$ cat src/rtl/irq_hub_pkg.sv
package irq_hub_pkg;

    localparam int REG_W      = 16;
    localparam int ADDR_W     = 5;
    localparam int NUM_EVT    = 4;
    localparam int MASTER_BIT = 1;
    localparam int EVT_LSB    = 4;

    localparam logic [ADDR_W-1:0] ADDR_CTRL = 5'd18;
    localparam logic [ADDR_W-1:0] ADDR_STAT = 5'd19;

    localparam int EVB_ANEG   = 0;
    localparam int EVB_SPEED  = 1;
    localparam int EVB_DUPLEX = 2;
    localparam int EVB_LINK   = 3;

    typedef logic [NUM_EVT-1:0] evt_vec_t;

    typedef enum logic [1:0] {
        SEL_NONE = 2'd0,
        SEL_CTRL = 2'd1,
        SEL_STAT = 2'd2
    } reg_sel_e;

    typedef struct packed {
        logic an_done;
        logic speed;
        logic duplex;
        logic link;
    } phy_state_t;

    typedef struct packed {
        logic              wr;
        logic              rd;
        logic [ADDR_W-1:0] addr;
        logic [REG_W-1:0]  wdata;
    } reg_req_t;

    typedef struct packed {
        logic     master;
        evt_vec_t mask;
    } ctrl_t;

    function automatic reg_sel_e decode_addr(input logic [ADDR_W-1:0] a);
        if (a == ADDR_CTRL)      return SEL_CTRL;
        else if (a == ADDR_STAT) return SEL_STAT;
        else                     return SEL_NONE;
    endfunction

    function automatic logic [REG_W-1:0] pack_ctrl(input ctrl_t c);
        logic [REG_W-1:0] w;
        w                     = '0;
        w[MASTER_BIT]         = c.master;
        w[EVT_LSB +: NUM_EVT] = c.mask;
        return w;
    endfunction

    function automatic ctrl_t unpack_ctrl(input logic [REG_W-1:0] w);
        ctrl_t c;
        c.master = w[MASTER_BIT];
        c.mask   = w[EVT_LSB +: NUM_EVT];
        return c;
    endfunction

    function automatic logic [REG_W-1:0] pack_status(input evt_vec_t s);
        logic [REG_W-1:0] w;
        w                     = '0;
        w[EVT_LSB +: NUM_EVT] = s;
        return w;
    endfunction

endpackage

$ cat src/rtl/irq_change_detect.sv
module irq_change_detect
    import irq_hub_pkg::*;
(
    input  logic       clk,
    input  logic       rst,
    input  phy_state_t cur,
    output evt_vec_t   evt
);

    phy_state_t prev_q;

    always_ff @(posedge clk) begin
        if (rst) prev_q <= cur;
        else     prev_q <= cur;
    end

    always_comb begin
        evt             = '0;
        evt[EVB_ANEG]   = cur.an_done & ~prev_q.an_done;
        evt[EVB_SPEED]  = cur.speed  ^ prev_q.speed;
        evt[EVB_DUPLEX] = cur.duplex ^ prev_q.duplex;
        evt[EVB_LINK]   = cur.link   ^ prev_q.link;
    end

    // an input held steady produces no event
    a_r4_quiet_input: assert property (@(posedge clk) disable iff (rst)
        (cur == $past(cur)) |-> (evt == '0));

    // a falling done flag never raises the autonegotiation event
    a_r5_fall_ignored: assert property (@(posedge clk) disable iff (rst)
        $fell(cur.an_done) |-> !evt[EVB_ANEG]);

endmodule

$ cat src/rtl/irq_port_regs.sv
module irq_port_regs
    import irq_hub_pkg::*;
(
    input  logic             clk,
    input  logic             rst,
    input  logic             sel,
    input  reg_req_t         req,
    input  evt_vec_t         evt,
    output logic             request,
    output logic [REG_W-1:0] rd_word
);

    ctrl_t    ctrl_q;
    evt_vec_t stat_q;
    reg_sel_e which;
    logic     ctrl_we;
    logic     stat_clr;

    assign which    = decode_addr(req.addr);
    assign ctrl_we  = sel && req.wr && (which == SEL_CTRL);
    assign stat_clr = sel && req.rd && (which == SEL_STAT);

    always_ff @(posedge clk) begin
        if (rst) begin
            ctrl_q <= '0;
        end else if (ctrl_we) begin
            ctrl_q <= unpack_ctrl(req.wdata);
        end
    end

    always_ff @(posedge clk) begin
        if (rst) begin
            stat_q <= '0;
        end else begin
            stat_q <= (stat_clr ? evt_vec_t'('0) : stat_q) | evt;
        end
    end

    assign request = ctrl_q.master && |(stat_q & ctrl_q.mask);

    always_comb begin
        unique case (which)
            SEL_CTRL: rd_word = pack_ctrl(ctrl_q);
            SEL_STAT: rd_word = pack_status(stat_q);
            default:  rd_word = '0;
        endcase
    end

    // pending bits survive any cycle without a status read
    a_r6_sticky: assert property (@(posedge clk) disable iff (rst)
        !stat_clr |=> ((stat_q & $past(stat_q)) == $past(stat_q)));

    // every event is latched, even during a clearing read
    a_r7_event_kept: assert property (@(posedge clk) disable iff (rst)
        (evt != '0) |=> ((stat_q & $past(evt)) == $past(evt)));

    // only a write to the control address alters the control register
    a_r10_ctrl_guard: assert property (@(posedge clk) disable iff (rst)
        !(sel && req.wr && req.addr == ADDR_CTRL) |=> $stable(ctrl_q));

endmodule

$ cat src/rtl/irq_pin_merge.sv
module irq_pin_merge #(
    parameter int NUM_PORTS = 6
) (
    input  logic                 clk,
    input  logic                 rst,
    input  logic [NUM_PORTS-1:0] port_req,
    output logic                 irq_n
);

    logic any_req;

    assign any_req = |port_req;

    always_ff @(posedge clk) begin
        if (rst) irq_n <= 1'b1;
        else     irq_n <= ~any_req;
    end

    // a request pulls the pin low on the next edge
    a_r9_assert: assert property (@(posedge clk) disable iff (rst)
        (port_req != '0) |=> !irq_n);

    // the pin releases only once no port requests
    a_r9_release: assert property (@(posedge clk) disable iff (rst)
        (port_req == '0) |=> irq_n);

endmodule

$ cat src/rtl/phy_irq_hub.sv
module phy_irq_hub
    import irq_hub_pkg::*;
#(
    parameter int NUM_PORTS = 6,
    localparam int PORT_W   = (NUM_PORTS > 1) ? $clog2(NUM_PORTS) : 1
) (
    input  logic                 clk,
    input  logic                 rst,
    input  logic [NUM_PORTS-1:0] an_done,
    input  logic [NUM_PORTS-1:0] speed_st,
    input  logic [NUM_PORTS-1:0] duplex_st,
    input  logic [NUM_PORTS-1:0] link_st,
    input  logic                 reg_wr,
    input  logic                 reg_rd,
    input  logic [PORT_W-1:0]    reg_port,
    input  logic [4:0]           reg_addr,
    input  logic [15:0]          reg_wdata,
    output logic [15:0]          reg_rdata,
    output logic                 irq_n
);

    reg_req_t             bus;
    logic [NUM_PORTS-1:0] sel;
    logic [NUM_PORTS-1:0] port_req;
    logic [REG_W-1:0]     rd_word [NUM_PORTS];
    logic [REG_W-1:0]     rd_mux;

    assign bus = '{wr: reg_wr, rd: reg_rd, addr: reg_addr, wdata: reg_wdata};

    for (genvar p = 0; p < NUM_PORTS; p++) begin : g_port
        phy_state_t st;
        evt_vec_t   ev;

        assign st = '{an_done: an_done[p], speed: speed_st[p],
                      duplex: duplex_st[p], link: link_st[p]};
        assign sel[p] = (reg_port == PORT_W'(p));

        irq_change_detect u_det (
            .clk (clk),
            .rst (rst),
            .cur (st),
            .evt (ev)
        );

        irq_port_regs u_regs (
            .clk     (clk),
            .rst     (rst),
            .sel     (sel[p]),
            .req     (bus),
            .evt     (ev),
            .request (port_req[p]),
            .rd_word (rd_word[p])
        );
    end

    always_comb begin
        rd_mux = '0;
        for (int p = 0; p < NUM_PORTS; p++) begin
            if (sel[p]) rd_mux = rd_mux | rd_word[p];
        end
    end

    always_ff @(posedge clk) begin
        if (rst)         reg_rdata <= '0;
        else if (reg_rd) reg_rdata <= rd_mux;
    end

    irq_pin_merge #(.NUM_PORTS(NUM_PORTS)) u_pin (
        .clk      (clk),
        .rst      (rst),
        .port_req (port_req),
        .irq_n    (irq_n)
    );

    // read data moves only on a read strobe
    a_r11_hold: assert property (@(posedge clk) disable iff (rst)
        !reg_rd |=> $stable(reg_rdata));

endmodule

$ cat config.mk
export PLATFORM = sky130hd
export DESIGN_NAME = phy_irq_hub
export DESIGN_NICKNAME = d
export VERILOG_FILES = /design/src/rtl/irq_hub_pkg.sv /design/src/rtl/irq_change_detect.sv /design/src/rtl/irq_port_regs.sv /design/src/rtl/irq_pin_merge.sv /design/src/rtl/phy_irq_hub.sv
export SDC_FILE = /design/constraint.sdc
export NUM_CORES = 1
export LEC_CHECK = 0
export CORE_MARGIN = 2
export CORE_UTILIZATION = 40
export DETAILED_ROUTE_END_ITERATION = 8
export DONT_BUFFER_PORTS = 1
export HOLD_SLACK_MARGIN = 0.02
export PLACE_DENSITY = 0.58
export SETUP_SLACK_MARGIN = 0.1
export SLEW_MARGIN = 20
export SYNTH_ARGS = -nofsm -noshare
export SYNTH_HDL_FRONTEND = slang
export SYNTH_SLANG_ARGS = --single-unit
$ cat constraint.sdc
create_clock -name clk -period 1.3 [get_ports clk]
set_clock_uncertainty 0.05 [all_clocks]
set_input_delay 0.065 -clock clk [delete_from_list [all_inputs] [get_ports clk]]
set_output_delay 0.065 -clock clk [all_outputs]
set_load 0.01 [all_outputs]
### Word level (Yosys, flattened, before mapping)

Cells that the tools add are included.

* register bits after elaboration: 95
* word-level logic and storage cells: 159
* output and inout bits: 17
* input bits: 52

* reduce and logical (&&, ||, !) cells: 38
* eq/ne operators: 9
* mux-type cells: 20
* bitwise logic cells: 48

Operator list (number)
* 16-bit two-way mux: 6
* 8-bit case mux with 2 select lines: 6
* 16-bit bitwise OR: 5
* 1-bit logical AND: 30
* 4-bit AND: 6
* 4-bit two-way mux: 6
* 4-bit bitwise OR: 6
* 4-bit OR reduction: 6
* 1-bit bitwise XOR: 18
* 5-bit == test (second input constant): 2
* 1-bit inverter: 7
* 1-bit AND: 6
* 3-bit by 2-bit == test with 1-bit output (second input constant): 2
* 3-bit == test (second input constant): 2
* 6-bit OR reduction: 1
* 2-bit two-way mux: 2
* 3-bit by 1-bit == test with 1-bit output (second input constant): 1
* 3-bit logical NOT: 1
* 2-bit by 1-bit == test with 1-bit output (second input constant): 1
* 2-bit == test (second input constant): 1

### Logic depth before layout (Yosys ltp)

Gate-level depths: netlist (run 1).

* depth in word-level cells: 16
* mapped depth: 7
* gate-level depth less buffers: 5

### Hierarchy

A second synthesis (run 1) with hierarchy kept.

* cell total of the unflattened synthesis: 628
* area total of the unflattened synthesis: 5664.2 um^2

Modules (own cells, without submodules)
* irq_port_regs: cells each 64, area an instance 569.3 um^2, instances 6, seq. area each 180.2 um^2
* phy_irq_hub: cells each 192, area an instance 1535.2 um^2, instances 1, seq. area each 320.3 um^2
* irq_change_detect: cells each 8, area an instance 112.6 um^2, instances 6, seq. area each 80.1 um^2
* irq_pin_merge: cells each 4, area an instance 37.5 um^2, instances 1, seq. area each 20.0 um^2

### Worst setup path before layout (run 1)

OpenSTA, ideal clock, no wires.

* path type: input -> register
* start point: in reg_addr[2]
* end point: reg g_port[3].u_regs.ctrl_q[0] (netlist name)
* stages: 6
* data arrival time: 1.119 ns
* required time: 1.122 ns
* path buffers: 1
* setup slack: 0.004 ns
* setup time: 0.128 ns
* cells stage by stage: nand4bb_4 -> nor3b_4 -> and3_1 -> buf_4 -> mux2i_1 -> nor2_1

* cells in the longest elaborated chain, start to end: 5
* elaborated cells between the ends (all ways): 6
* classes of those cells: eq/ne (3); mux (2); reduce/logical (1)

RTL lines
* start: declaration: RTL line phy_irq_hub.sv:16 `input logic [4:0] reg_addr,`
* 5-bit == test: RTL line irq_hub_pkg.sv:46 `else if (a == ADDR_STAT) return SEL_STAT;`
* 2-bit two-way mux: RTL line irq_hub_pkg.sv:46
* 2-bit two-way mux (*): RTL line irq_hub_pkg.sv:45 `if (a == ADDR_CTRL) return SEL_CTRL;`
* 2-bit by 1-bit == test with 1-bit output (*): RTL line irq_port_regs.sv:20 `assign ctrl_we = sel && req.wr && (which == SEL_CTRL);`
* 1-bit logical AND (*): RTL line irq_port_regs.sv:20
* end signal: assignment: RTL line irq_port_regs.sv:27 `ctrl_q <= unpack_ctrl(req.wdata);`
* end: declaration: RTL line irq_port_regs.sv:13 `ctrl_t ctrl_q;`

Mark *: on every way between the ends. The rest lies on a longest branch, timed or not.
A chain may end at the register's enable or synchronous reset.

### Worst setup path after layout (run 1)

* start point: reg g_port[4].u_regs.stat_q[3]
* end point: reg reg_rdata[7]

* cells in the longest elaborated chain, start to end: 5

RTL lines
* start: declaration: RTL line irq_port_regs.sv:14 `evt_vec_t stat_q;`
* start signal: assignment: RTL line irq_port_regs.sv:35 `stat_q <= (stat_clr ? evt_vec_t'('0) : stat_q) | evt;`
* 8-bit case mux with 2 select lines (*): RTL line irq_port_regs.sv:42 `unique case (which)`
* 16-bit bitwise OR (*): RTL line phy_irq_hub.sv:59 `if (sel[p]) rd_mux = rd_mux | rd_word[p];`
* 16-bit two-way mux (*): RTL line phy_irq_hub.sv:59
* 16-bit bitwise OR: RTL line phy_irq_hub.sv:59
* 16-bit two-way mux (*): RTL line phy_irq_hub.sv:59
* end signal: assignment: RTL line phy_irq_hub.sv:65 `else if (reg_rd) reg_rdata <= rd_mux;`
* end: declaration: RTL line phy_irq_hub.sv:18 `output logic [15:0] reg_rdata,`

Marked as above.

==> tab_implementation.tex, run 1 <==
\begin{tabular}{lr}
\hline
Metric & Value \\
\hline
\multicolumn{2}{l}{\textbf{Clock network}} \\
\quad CTS clk-pin slew, worst paths & 80 ps \\
\quad Depth of the CTS H-tree & 3 \\
\quad Number of buffers created by CTS & 9 \\
\quad Hold buffer count at CTS & 24 \\
\quad TritonCTS sink count & 84 \\
\quad TritonCTS clock tree & built \\
\quad Maximum count of clock buffers along a single path & 2 \\
\quad Clock latency at the later pin of the worst-skew pair & 360 ps \\
\quad Clock root buffer & clkbuf\_8 \\
\multicolumn{2}{l}{\textbf{Worst setup path}} \\
\quad Cell with the biggest individual delay on the critical path & mux4\_2 \\
\quad Worst-case reg-to-reg path depth & 4 \\
\quad Data required, critical path & 1510 ps \\
\quad Kind of end point of the critical path & flip-flop \\
\quad Arrival @ worst endpoint & 1590 ps \\
\quad RR Startpoint & g\_port[4].u\_regs.stat\_q[3]\$\_SDFF\_PP0\_ \\
\quad Class of the most critical setup path & reg2reg \\
\quad Slowest stage delay, CP & 500 ps \\
\quad Reg-to-reg setup timing slack & -90 ps \\
\quad R2r endpoint & reg\_rdata[7]\$\_SDFFE\_PP0P\_ \\
\quad Kind of launch point of the worst setup path & flip-flop \\
\quad Critical path fanouts, max & 2 \\
\quad Series of cell instances along the critical path & mux4\_2, mux2i\_2, or3\_4, a21oi\_2 \\
\multicolumn{2}{l}{\textbf{Power}} \\
\quad LEAKAGE & 0.00166 µW \\
\quad Maximum resistive drop on vdd & 0.648 mV \\
\quad Power density over the cells & 1100 nW/µm² \\
\quad Overall power consumption & 4860 µW \\
\multicolumn{2}{l}{\textbf{Placed design}} \\
\quad HPWL after detailed placement & 6270 µm \\
\quad Routability-driven placement congestion ratio & 0.904 \\
\quad IO buf count & 0 \\
\quad Number of placed cells counting well taps & 515 \\
\quad Standard cell area after detailed placement & 3870 µm² \\
\multicolumn{2}{l}{\textbf{Routing}} \\
\quad Drc violations & 0 \\
\quad Routed via count divided by cell count & 5.29 \\
\quad Average wire per cell in the routed design & 16.8 µm \\
\quad Detail Route Antenna Nets & 0 \\
\quad Aggregate routed wire length & 9350 µm \\
\quad Router iterations before antenna repair & 4 \\
\quad Iteration-0 DRC count of the detailed router & 235 \\
\quad Vias post-DR & 2946 \\
\multicolumn{2}{l}{\textbf{GRT}} \\
\quad Aggregate global routing overflow & 0 \\
\quad Initial antenna violation count & 0 \\
\quad Pin count of the biggest net entering global routing & 62 \\
\quad First-pass GRT wire length & 15000 µm \\
\quad Via count of the first global-routing pass & 2883 \\
\quad Total global-route track usage & 19.6\% \\
\multicolumn{2}{l}{\textbf{Floorplan}} \\
\quad Die height & 99.3 µm \\
\quad Die width & 99.3 µm \\
\quad Std-Cell Rows & 34 \\
\quad Number of top-level pins & 69 \\
\quad Core outline area & 8760 µm² \\
\quad Overall die area & 9860 µm² \\
\quad Starting Density & 41.4\% \\
\multicolumn{2}{l}{\textbf{Synthesis}} \\
\quad Post-synthesis cell type with the largest combined area & dfxtp\_1 \\
\quad Cell Area, Synth & 3630 µm² \\
\quad Synth top area share & 46.3\% \\
\quad Number of standard cells after synthesis & 395 \\
\quad Cell types occupying the most area after synthesis & dfxtp\_1 46\%, a21oi\_1 7.0\%, mux2i\_1 6.6\%, nor2\_1 4.3\%, xor2\_1 4.3\% \\
\quad Sequential element share of the synthesized area & 46.3\% \\
\quad Number of different library cells in the post-synthesis netlist & 45 \\
\quad Synth Area per Inst & 9.19 µm² \\
\quad Synth warn & 0 \\
\quad Number of synthesized register bits & 84 \\
\multicolumn{2}{l}{\textbf{Worst hold path}} \\
\quad End point of the most critical hold path & reg\_rdata[1]\$\_SDFFE\_PP0P\_ \\
\quad Hold\_sp & rst \\
\quad Number of stages on the worst hold path & 1 \\
\quad Worst min-delay path class & in2reg \\
\multicolumn{2}{l}{\textbf{Cells and area}} \\
\quad Post-route cell area & 4420 µm² \\
\quad Final nets & 496 \\
\quad Fraction of layout instances using a drive strength above 1 & 22.5\% \\
\quad Syn-to-layout area delta & 21.8\% \\
\quad Number of diodes added for antenna fixing & 0 \\
\quad Number of non-filler instances in the completed layout & 557 \\
\multicolumn{2}{l}{\textbf{Run}} \\
\quad Count of max-cap constraint violations & 0 \\
\multicolumn{2}{l}{\textbf{Timing}} \\
\quad Worst Hold Margin & -298 ps \\
\quad Number of max-slew violations in the final report & 0 \\
\quad Post-layout minimum cycle time & 1390 ps \\
\quad Final Hold Vio Count & 60 \\
\quad Maximum clock frequency & 720 MHz \\
\quad Setup repair after global routing missed its margin & true \\
\quad Fin crit share & 107\% \\
\quad Final setup violation count & 1 \\
\quad Min setup slack post-route & -88.0 ps \\
\multicolumn{2}{l}{\textbf{Run status}} \\
\quad Violated checks & hold timing, setup timing \\
\quad Status & complete, but fails checks \\
\hline
\end{tabular}
-- registers in the layout (all words and copies together) (netlist names) --
| register | count |
|---|---|
| g_port.u_regs.ctrl_q | 30 |
| g_port.u_det.prev_q | 24 |
| g_port.u_regs.stat_q | 24 |
| reg_rdata | 5 |
| u_pin.irq_n | 1 |
-- final cells by class --
cell class / instances / area (µm²)
fillers: 854 / 4340
multi-input cells: 285 / 1880
flip-flops and latches: 84 / 1700
repair buffers: 62 / 529
clock buffers: 12 / 145
well taps: 108 / 135
clock inverters: 4 / 25.0
inverters: 2 / 7.51
-- metal layers --
| layer | vias to the layer above | track usage (%) | share of wire (%) |
|---|---|---|---|
| met4 | 0 | 5.58 | 0.98 |
| li1 | 1455 | - | - |
| met1 | 1404 | 26.3 | 46 |
| met5 | - | 0 | 0 |
| met3 | 9 | 5.62 | 6.1 |
| met2 | 78 | 30.9 | 46 |
-- critical path, delay by kind of cell (launching register included) --
kind            cells  cell delay [ps]
mux                 2              700
simple gates        1              170
flops               1              330
compound gates      1               40
-- timing repair --
action	4_1_cts	5_1_grt
endpoints found under the setup margin	6	6
gates resized for setup	24	16
gates cloned	0	0
endpoints found under the hold margin	84	60
pin swaps	12	9
buffers inserted	1	1
-- cells in the final DEF (no fill, tap or decap), types with 6 or more instances in the layout --
master,instances
clkbuf_8,10
conb_1,11
nand2_1,38
a22oi_2,6
dfxtp_2,13
nor2b_1,7
xor2_1,18
buf_4,37
mux2i_1,23
nor2_1,42
dlygate4sd3_1,24
dfxtp_1,71
nand2b_1,6
a21oi_1,46
a22oi_1,9
nand3_1,24
-- synth_stat cells (all sizes together) --
| library cell | instances |
|---|---|
| a2111oi | 1 |
| a211oi | 1 |
| a21oi | 51 |
| a22o | 1 |
| a22oi | 15 |
| a2bb2oi | 1 |
| a311o | 1 |
| a311oi | 1 |
| a31o | 1 |
| a31oi | 2 |
| and2b | 1 |
| and3 | 3 |
| and4bb | 1 |
| buf | 26 |
| clkbuf | 8 |
| conb | 1 |
| dfxtp | 84 |
| inv | 2 |
| mux2 | 2 |
| mux2i | 24 |
| mux4 | 3 |
| nand2 | 39 |
| nand2b | 6 |
| nand3 | 25 |
| nand3b | 2 |
| nand4bb | 1 |
| nor2 | 42 |
| nor2b | 8 |
| nor3 | 3 |
| nor3b | 3 |
| nor4 | 2 |
| nor4bb | 1 |
| o211ai | 1 |
| o21a | 2 |
| o21ai | 6 |
| o21bai | 1 |
| o221ai | 1 |
| o22ai | 2 |
| o2bb2ai | 1 |
| or3 | 1 |
| xor2 | 18 |
-- cells by family after synthesis --
group | share of synthesized area, %
other cells | 0.103
buf+inv | 5.96
simple gates | 19.4
mux | 9.10
xor+xnor | 4.34
compound gates | 14.8
flops | 46.3
-- metrics by stage --
step	setup slack [ps]	hold slack, ps	setup TNS [ps]	util [%]
3_3_place_gp	-108	42.8	-2450	44.2
4_1_cts	-54.1	-299	-54.1	49.7
3_5_place_dp	-117	42.8	-2800	44.2
6_report	-88.0	-298	-88.0	50.5
2_1_floorplan	8.46	42.7	0	-
5_1_grt	-99.6	-316	-124	50.5
-- where the power goes --
group | leakage, µW | switching, µW | total [µW] | internal, µW
registers | 0.000699 | 73.2 | 2760 | 2690
clock network | 0.0000824 | 943 | 1680 | 742
logic | 0.000879 | 175 | 420 | 245
-- how the worst max path moves through the flow --
stage / depth (start not counted) / end / from
finish: 4 / reg_rdata[7]$_SDFFE_PP0P_ / g_port[4].u_regs.stat_q[3]$_SDFF_PP0_
global route: 4 / reg_rdata[7]$_SDFFE_PP0P_ / g_port[4].u_regs.stat_q[3]$_SDFF_PP0_
CTS: 4 / reg_rdata[7]$_SDFFE_PP0P_ / g_port[4].u_regs.stat_q[3]$_SDFF_PP0_
detailed placement: 5 / g_port[5].u_regs.ctrl_q[2]$_SDFFE_PP0P_ / reg_addr[2]
global placement: 5 / g_port[3].u_regs.ctrl_q[4]$_SDFFE_PP0P_ / reg_addr[2]
floorplan: 6 / g_port[3].u_regs.ctrl_q[0]$_SDFFE_PP0P_ / reg_addr[2]
(Power assumes the default switching activity.)
==> inputs of run 2 (changes only) <==
CORE_MARGIN = default   (was 2)
==> run 2 against run 1 <==
Against the previous run:
- the run still ends with hold timing, setup timing left
- flip-flop and latch count unchanged
- combinational power up 2%
- final area up 1.6%
- sequential power about the same
- fmax up 1.7%
- routed wire length down 4.4%
- hold slack better by 16 ps
- critical path type unchanged
- critical endpoint unchanged
- highest routed layer unchanged
==> tab_implementation.tex, run 2 (synthesis results as in run 1) <==
\begin{tabular}{lr}
\hline
Metric & Value \\
\hline
\multicolumn{2}{l}{\textbf{Routing}} \\
\quad Aggregate routed wire length & 8950 µm (-4.4\%) \\
\quad Average wire per cell in the routed design & 16.1 µm (-4.0\%) \\
\quad Vias post-DR & 2924 (-0.75\%) \\
\quad Drc violations & 0 (unchanged) \\
\quad Iteration-0 DRC count of the detailed router & 163 (-31\%) \\
\quad Detail Route Antenna Nets & 0 (unchanged) \\
\quad Router iterations before antenna repair & 4 (unchanged) \\
\quad Routed via count divided by cell count & 5.27 (-0.39\%) \\
\multicolumn{2}{l}{\textbf{Clock network}} \\
\quad TritonCTS sink count & 84 (unchanged) \\
\quad Post-CTS Repair Setup Buffers & 0 (-1) \\
\quad Clock latency at the later pin of the worst-skew pair & 350 ps (about the same) \\
\quad Clock root buffer & clkbuf\_8 \\
\quad Depth of the CTS H-tree & 3 (unchanged) \\
\quad Maximum count of clock buffers along a single path & 2 (unchanged) \\
\quad Hold buffer count at CTS & 24 (unchanged) \\
\quad TritonCTS clock tree & built \\
\quad Number of buffers created by CTS & 9 (unchanged) \\
\quad CTS clk-pin slew, worst paths & 80 ps (about the same) \\
\multicolumn{2}{l}{\textbf{Timing}} \\
\quad Fin crit share & 105\% (-1.8 points) \\
\quad Post-layout minimum cycle time & 1360 ps (-23.7 ps) \\
\quad Number of max-slew violations in the final report & 0 (unchanged) \\
\quad Maximum clock frequency & 733 MHz (+1.7\%) \\
\quad Final setup violation count & 1 (unchanged) \\
\quad Setup TNS & -64.3 ps (+23.7 ps) \\
\quad Worst Hold Margin & -282 ps (+16.1 ps) \\
\quad Min setup slack post-route & -64.3 ps (+23.7 ps) \\
\quad Final Hold Vio Count & 60 (unchanged) \\
\quad Setup repair after global routing missed its margin & true \\
\multicolumn{2}{l}{\textbf{Cells and area}} \\
\quad Footprint of the flip-flops and latches & 1710 µm² (+0.44\%) \\
\quad Number of diodes added for antenna fixing & 0 (unchanged) \\
\quad Commonest non-fill, non-tap cell in the layout & dfxtp\_1 \\
\quad Number of fill cells & 853 (-0.12\%) \\
\quad Most frequent cells in the layout & 67 x dfxtp\_1, 47 x a21oi\_1, 42 x nor2\_1 \\
\quad Register containing the most flip-flops in the final layout & g\_port.u\_regs.ctrl\_q \\
\quad Post-route cell area & 4500 µm² (+1.6\%) \\
\quad Final core utilization & 51.3\% (+0.83 points) \\
\quad Final nets & 494 (-0.40\%) \\
\quad Number of non-filler instances in the completed layout & 555 (-0.36\%) \\
\quad Flip-flop count of the largest register, all copies and words added & 30 (unchanged) \\
\quad Biggest regs & g\_port.u\_regs.ctrl\_q x30, g\_port.u\_det.prev\_q x24, g\_port.u\_regs.stat\_q x24 \\
\quad Fraction of layout instances using a drive strength above 1 & 23.5\% (+1.0 points) \\
\quad Total area of multi-input combinational cells & 1900 µm² (+1.0\%) \\
\quad Syn-to-layout area delta & 23.8\% \\
\multicolumn{2}{l}{\textbf{Run status}} \\
\quad Violated checks & hold timing, setup timing \\
\quad Status & complete, but fails checks \\
\multicolumn{2}{l}{\textbf{GRT}} \\
\quad Via count of the first global-routing pass & 2773 (-3.8\%) \\
\quad Total global-route track usage & 19.5\% (-0.068 points) \\
\quad Initial antenna violation count & 0 (unchanged) \\
\quad Aggregate global routing overflow & 0 (unchanged) \\
\quad Pin count of the biggest net entering global routing & 62 (unchanged) \\
\quad First-pass GRT wire length & 14500 µm (-3.4\%) \\
\multicolumn{2}{l}{\textbf{Worst setup path}} \\
\quad Class of the most critical setup path & reg2reg \\
\quad Data required, critical path & 1490 ps (-20 ps) \\
\quad Kind of launch point of the worst setup path & flip-flop \\
\quad Arrival @ worst endpoint & 1550 ps (-40 ps) \\
\quad Critical path origin & g\_port[5].u\_regs.stat\_q[3]\$\_SDFF\_PP0\_ \\
\quad RR Startpoint & g\_port[5].u\_regs.stat\_q[3]\$\_SDFF\_PP0\_ \\
\quad Kind of end point of the critical path & flip-flop \\
\quad Critical path fanouts, max & 2 (unchanged) \\
\multicolumn{2}{l}{\textbf{Worst hold path}} \\
\quad Worst min-delay path class & in2reg \\
\quad Hold\_sp & rst \\
\multicolumn{2}{l}{\textbf{Placed design}} \\
\quad Standard cell area after detailed placement & 3870 µm² (unchanged) \\
\quad Number of placed cells counting well taps & 515 (unchanged) \\
\quad Worst-case setup slack after placement & -172 ps (-54.2 ps) \\
\quad Routability-driven placement congestion ratio & 0.847 (-6.3\%) \\
\quad IO buf count & 0 (unchanged) \\
\quad HPWL after detailed placement & 6210 µm (-0.90\%) \\
\multicolumn{2}{l}{\textbf{Floorplan}} \\
\quad Die width & 97.3 µm (-2.0\%) \\
\quad Std-Cell Rows & 34 (unchanged) \\
\quad Overall die area & 9460 µm² (-4.0\%) \\
\quad Die height & 97.3 µm (-2.0\%) \\
\quad Number of top-level pins & 69 (unchanged) \\
\quad Core outline area & 8760 µm² (unchanged) \\
\quad Starting Density & 41.4\% (unchanged) \\
\multicolumn{2}{l}{\textbf{Run}} \\
\quad Count of max-cap constraint violations & 0 (unchanged) \\
\multicolumn{2}{l}{\textbf{Power}} \\
\quad LEAKAGE & 0.00168 µW (+1.2\%) \\
\quad Maximum resistive drop on vdd & 0.722 mV (+11\%) \\
\quad Power density over the cells & 1160 nW/µm² (+5.2\%) \\
\hline
\end{tabular}
[run 2: through the flow]
stage / hold WS [ps] / power (µW)
3_3_place_gp: 42.8 / 3140
6_report: -282 / 5200
5_1_grt: -302 / 5420
4_1_cts: -289 / 5240
2_1_floorplan: 42.7 / 3130
3_5_place_dp: 42.8 / 3150
[run 2: what timing repair did]
item,in CTS,in global routing
pin swaps,11,15
setup endpoints to repair,6,7
gates resized for setup,18,34
hold endpoints to repair,84,60
[run 2: power breakdown]
part           internal, µW  switching, µW
combinational           250            176
sequential             2690           73.6
clock                  1080            932
[run 2: layout make-up]
class / instances / share of cell area, %
clock buffers: 10 / 2.84
repair buffers: 60 / 11.8
inverters: 2 / 0.167
flip-flops and latches: 84 / 37.9
clock inverters: 6 / 1.98
multi-input cells: 285 / 42.3
well taps: 108 / 3.01
[run 2: worst paths after layout]
path / to / slack [ps] / cells past startpoint
worst max-delay path: reg_rdata[7]$_SDFFE_PP0P_ / -60 / 4
worst min-delay path: reg_rdata[1]$_SDFFE_PP0P_ / -280 / 1
worst max register to register: reg_rdata[7]$_SDFFE_PP0P_ / -60 / 4
worst min register to register: g_port[2].u_regs.ctrl_q[3]$_SDFFE_PP0P_ / 420 / 2
[run 2: per-layer routing]
layer | track usage, % | part of all wire (%) | vias up
li1 | - | - | 1450
met1 | 26.5 | 46 | 1366
met2 | 29.0 | 45 | 94
met3 | 5.97 | 7.7 | 14
met4 | 7.69 | 1.9 | 0
met5 | 0 | 0 | -
[run 2: critical path, stage by stage (launching register included)]
cell and delay, ps:
dfxtp_2 320, mux4_2 490, mux2i_1 170, or3_1 150, a21oi_1 70
==> inputs of run 3 (changes only) <==
CORE_UTILIZATION = 50   (was 40)
PLACE_DENSITY = default   (was 0.58)
clock period = 1.7 ns   (was 1.3 ns; I/O delays follow)
==> run 3 against run 2 <==
Against the previous run:
- the run now ends clean
- via count grew 0.14%
- highest routed layer unchanged
- global-route usage is 5.9 points higher
- routed wire length fell by 0.29%
- die area is 20% lower
- setup slack improved by 260 ps
- final area decreased by 3.9%
- combinational power shrank 21%
- largest cell class unchanged
==> tab_implementation.tex, run 3 (synthesis results as in run 1) <==
\begin{tabular}{lr}
\hline
Metric & Value \\
\hline
\multicolumn{2}{l}{\textbf{Run status}} \\
\quad Status & complete, no violations \\
\multicolumn{2}{l}{\textbf{Timing}} \\
\quad Final Hold Vio Count & 0 (-100\%) \\
\quad Setup TNS & 0 ps (+64.3 ps) \\
\quad Number of max-slew violations in the final report & 0 (unchanged) \\
\quad Min setup slack post-route & 201 ps (+265 ps) \\
\quad Fin crit share & 88.2\% \\
\quad Final setup violation count & 0 (-1) \\
\quad Setup repair after global routing missed its margin & false \\
\quad Maximum clock frequency & 667 MHz \\
\quad Worst Hold Margin & 19.3 ps (+302 ps) \\
\quad Post-layout minimum cycle time & 1500 ps \\
\multicolumn{2}{l}{\textbf{Power}} \\
\quad LEAKAGE & 0.00161 µW (-4.0\%) \\
\quad Power density over the cells & 966 nW/µm² (-17\%) \\
\quad Maximum resistive drop on vdd & 0.568 mV (-21\%) \\
\multicolumn{2}{l}{\textbf{Clock network}} \\
\quad Clock root buffer & clkbuf\_8 \\
\quad Clock latency at the later pin of the worst-skew pair & 370 ps (+20 ps) \\
\quad TritonCTS sink count & 84 (unchanged) \\
\quad Depth of the CTS H-tree & 3 (unchanged) \\
\quad TritonCTS clock tree & built \\
\quad Number of buffers created by CTS & 9 (unchanged) \\
\quad CTS clk-pin slew, worst paths & 80 ps (about the same) \\
\quad Maximum count of clock buffers along a single path & 2 (unchanged) \\
\multicolumn{2}{l}{\textbf{Floorplan}} \\
\quad Overall die area & 7610 µm² (-20\%) \\
\quad Std-Cell Rows & 30 (-12\%) \\
\quad Starting Density & 52.6\% (+11 points) \\
\quad Die width & 87.2 µm (-10\%) \\
\quad Number of top-level pins & 69 (unchanged) \\
\quad Core outline area & 6910 µm² (-21\%) \\
\quad Die height & 87.2 µm (-10\%) \\
\multicolumn{2}{l}{\textbf{Placed design}} \\
\quad IO buf count & 0 (unchanged) \\
\quad Routability-driven placement congestion ratio & 0.881 (+4.0\%) \\
\quad Standard cell area after detailed placement & 3590 µm² (-7.2\%) \\
\quad Worst-case setup slack after placement & 136 ps (+307 ps) \\
\quad HPWL after detailed placement & 5730 µm (-7.7\%) \\
\multicolumn{2}{l}{\textbf{Cells and area}} \\
\quad Syn-to-layout area delta & 19.0\% \\
\quad Biggest regs & g\_port.u\_regs.ctrl\_q x30, g\_port.u\_det.prev\_q x24, g\_port.u\_regs.stat\_q x24 \\
\quad Final core utilization & 62.6\% (+11 points) \\
\quad Footprint of the flip-flops and latches & 1680 µm² (-1.4\%) \\
\quad Number of fill cells & 627 (-26\%) \\
\quad Register containing the most flip-flops in the final layout & g\_port.u\_regs.ctrl\_q \\
\quad Number of diodes added for antenna fixing & 0 (unchanged) \\
\quad Flip-flop count of the largest register, all copies and words added & 30 (unchanged) \\
\quad Commonest non-fill, non-tap cell in the layout & dfxtp\_1 \\
\quad Post-route cell area & 4320 µm² (-3.9\%) \\
\quad Total area of multi-input combinational cells & 1780 µm² (-6.4\%) \\
\quad Final nets & 481 (-2.6\%) \\
\quad Fraction of layout instances using a drive strength above 1 & 8.29\% (-15 points) \\
\quad Most frequent cells in the layout & 84 x dfxtp\_1, 51 x a21oi\_1, 42 x nor2\_1 \\
\multicolumn{2}{l}{\textbf{Worst setup path}} \\
\quad Kind of end point of the critical path & flip-flop \\
\quad Arrival @ worst endpoint & 1730 ps (+180 ps) \\
\quad Class of the most critical setup path & in2reg \\
\quad Critical path fanouts, max & 24 (+22) \\
\quad Kind of launch point of the worst setup path & primary input \\
\quad Data required, critical path & 1930 ps (+440 ps) \\
\multicolumn{2}{l}{\textbf{Routing}} \\
\quad Vias post-DR & 2928 (+0.14\%) \\
\quad Drc violations & 0 (unchanged) \\
\quad Router iterations before antenna repair & 4 (unchanged) \\
\quad Routed via count divided by cell count & 5.52 (+4.9\%) \\
\quad Iteration-0 DRC count of the detailed router & 237 (+45\%) \\
\quad Aggregate routed wire length & 8920 µm (-0.29\%) \\
\quad Detail Route Antenna Nets & 0 (unchanged) \\
\quad Average wire per cell in the routed design & 16.8 µm (+4.4\%) \\
\multicolumn{2}{l}{\textbf{GRT}} \\
\quad Pin count of the biggest net entering global routing & 62 (unchanged) \\
\quad Aggregate global routing overflow & 0 (unchanged) \\
\quad Initial antenna violation count & 0 (unchanged) \\
\quad First-pass GRT wire length & 14300 µm (-1.1\%) \\
\quad Total global-route track usage & 25.4\% (+5.9 points) \\
\quad Via count of the first global-routing pass & 2706 (-2.4\%) \\
\multicolumn{2}{l}{\textbf{Worst hold path}} \\
\quad Worst min-delay path class & in2reg \\
\multicolumn{2}{l}{\textbf{Run}} \\
\quad Count of max-cap constraint violations & 0 (unchanged) \\
\hline
\end{tabular}
-- run 3: path summary, 6_finish.rpt --
path	cells after the start	from	slack, ps	to
setup / recovery	6	reg_port[2]	200	reg_rdata[6]$_SDFFE_PP0P_
hold / removal	4	reg_addr[1]	20	reg_rdata[1]$_SDFFE_PP0P_
setup reg to reg	6	g_port[4].u_regs.ctrl_q[1]$_SDFFE_PP0P_	260	reg_rdata[5]$_SDFFE_PP0P_
hold reg to reg	2	g_port[4].u_regs.ctrl_q[0]$_SDFFE_PP0P_	420	g_port[4].u_regs.ctrl_q[0]$_SDFFE_PP0P_
-- run 3: cell type report --
class | instances | share of cell area [%]
clock buffer | 10 | 2.95
multi-input combinational | 285 | 41.2
inverter | 2 | 0.174
tap | 96 | 2.78
timing repair buffer | 47 | 11.4
clock inverter | 6 | 2.58
sequential | 84 | 38.9
-- run 3: critical path: stages --
cell,delay (ps)
dlygate4sd3_1,670
nor3b_4,390
a21oi_1,140
o21ai_1,90
nand3_1,110
a311oi_2,230
-- run 3: where the power goes --
part           internal, µW  leakage [µW]  switching, µW
Combinational           175      0.000802            163
Clock                   979      0.000117            740
Sequential             2050      0.000694           62.8
-- run 3: repair_timing --
item / 4_1_cts / 5_1_grt
hold buffers: 42 / 0
endpoints found under the hold margin: 84 / 0
gates resized for setup: 0 / 8
buffers inserted: 0 / 3
setup endpoints to repair: 0 / 6
-- run 3: through the flow --
stage	total power, µW	instances
after floorplan	2390	405
after global placement	2350	469
after detailed placement	2360	469
after CTS	4190	527
after global routing	4300	530
final	4170	530
-- run 3: layer usage --
layer	wire (µm)	part of all wire [%]	track usage, %
met2	4010	45	39.2
met1	4020	45	35.2
met3	711	8.0	5.12
met4	170	1.9	9.54
met5	0	0	0
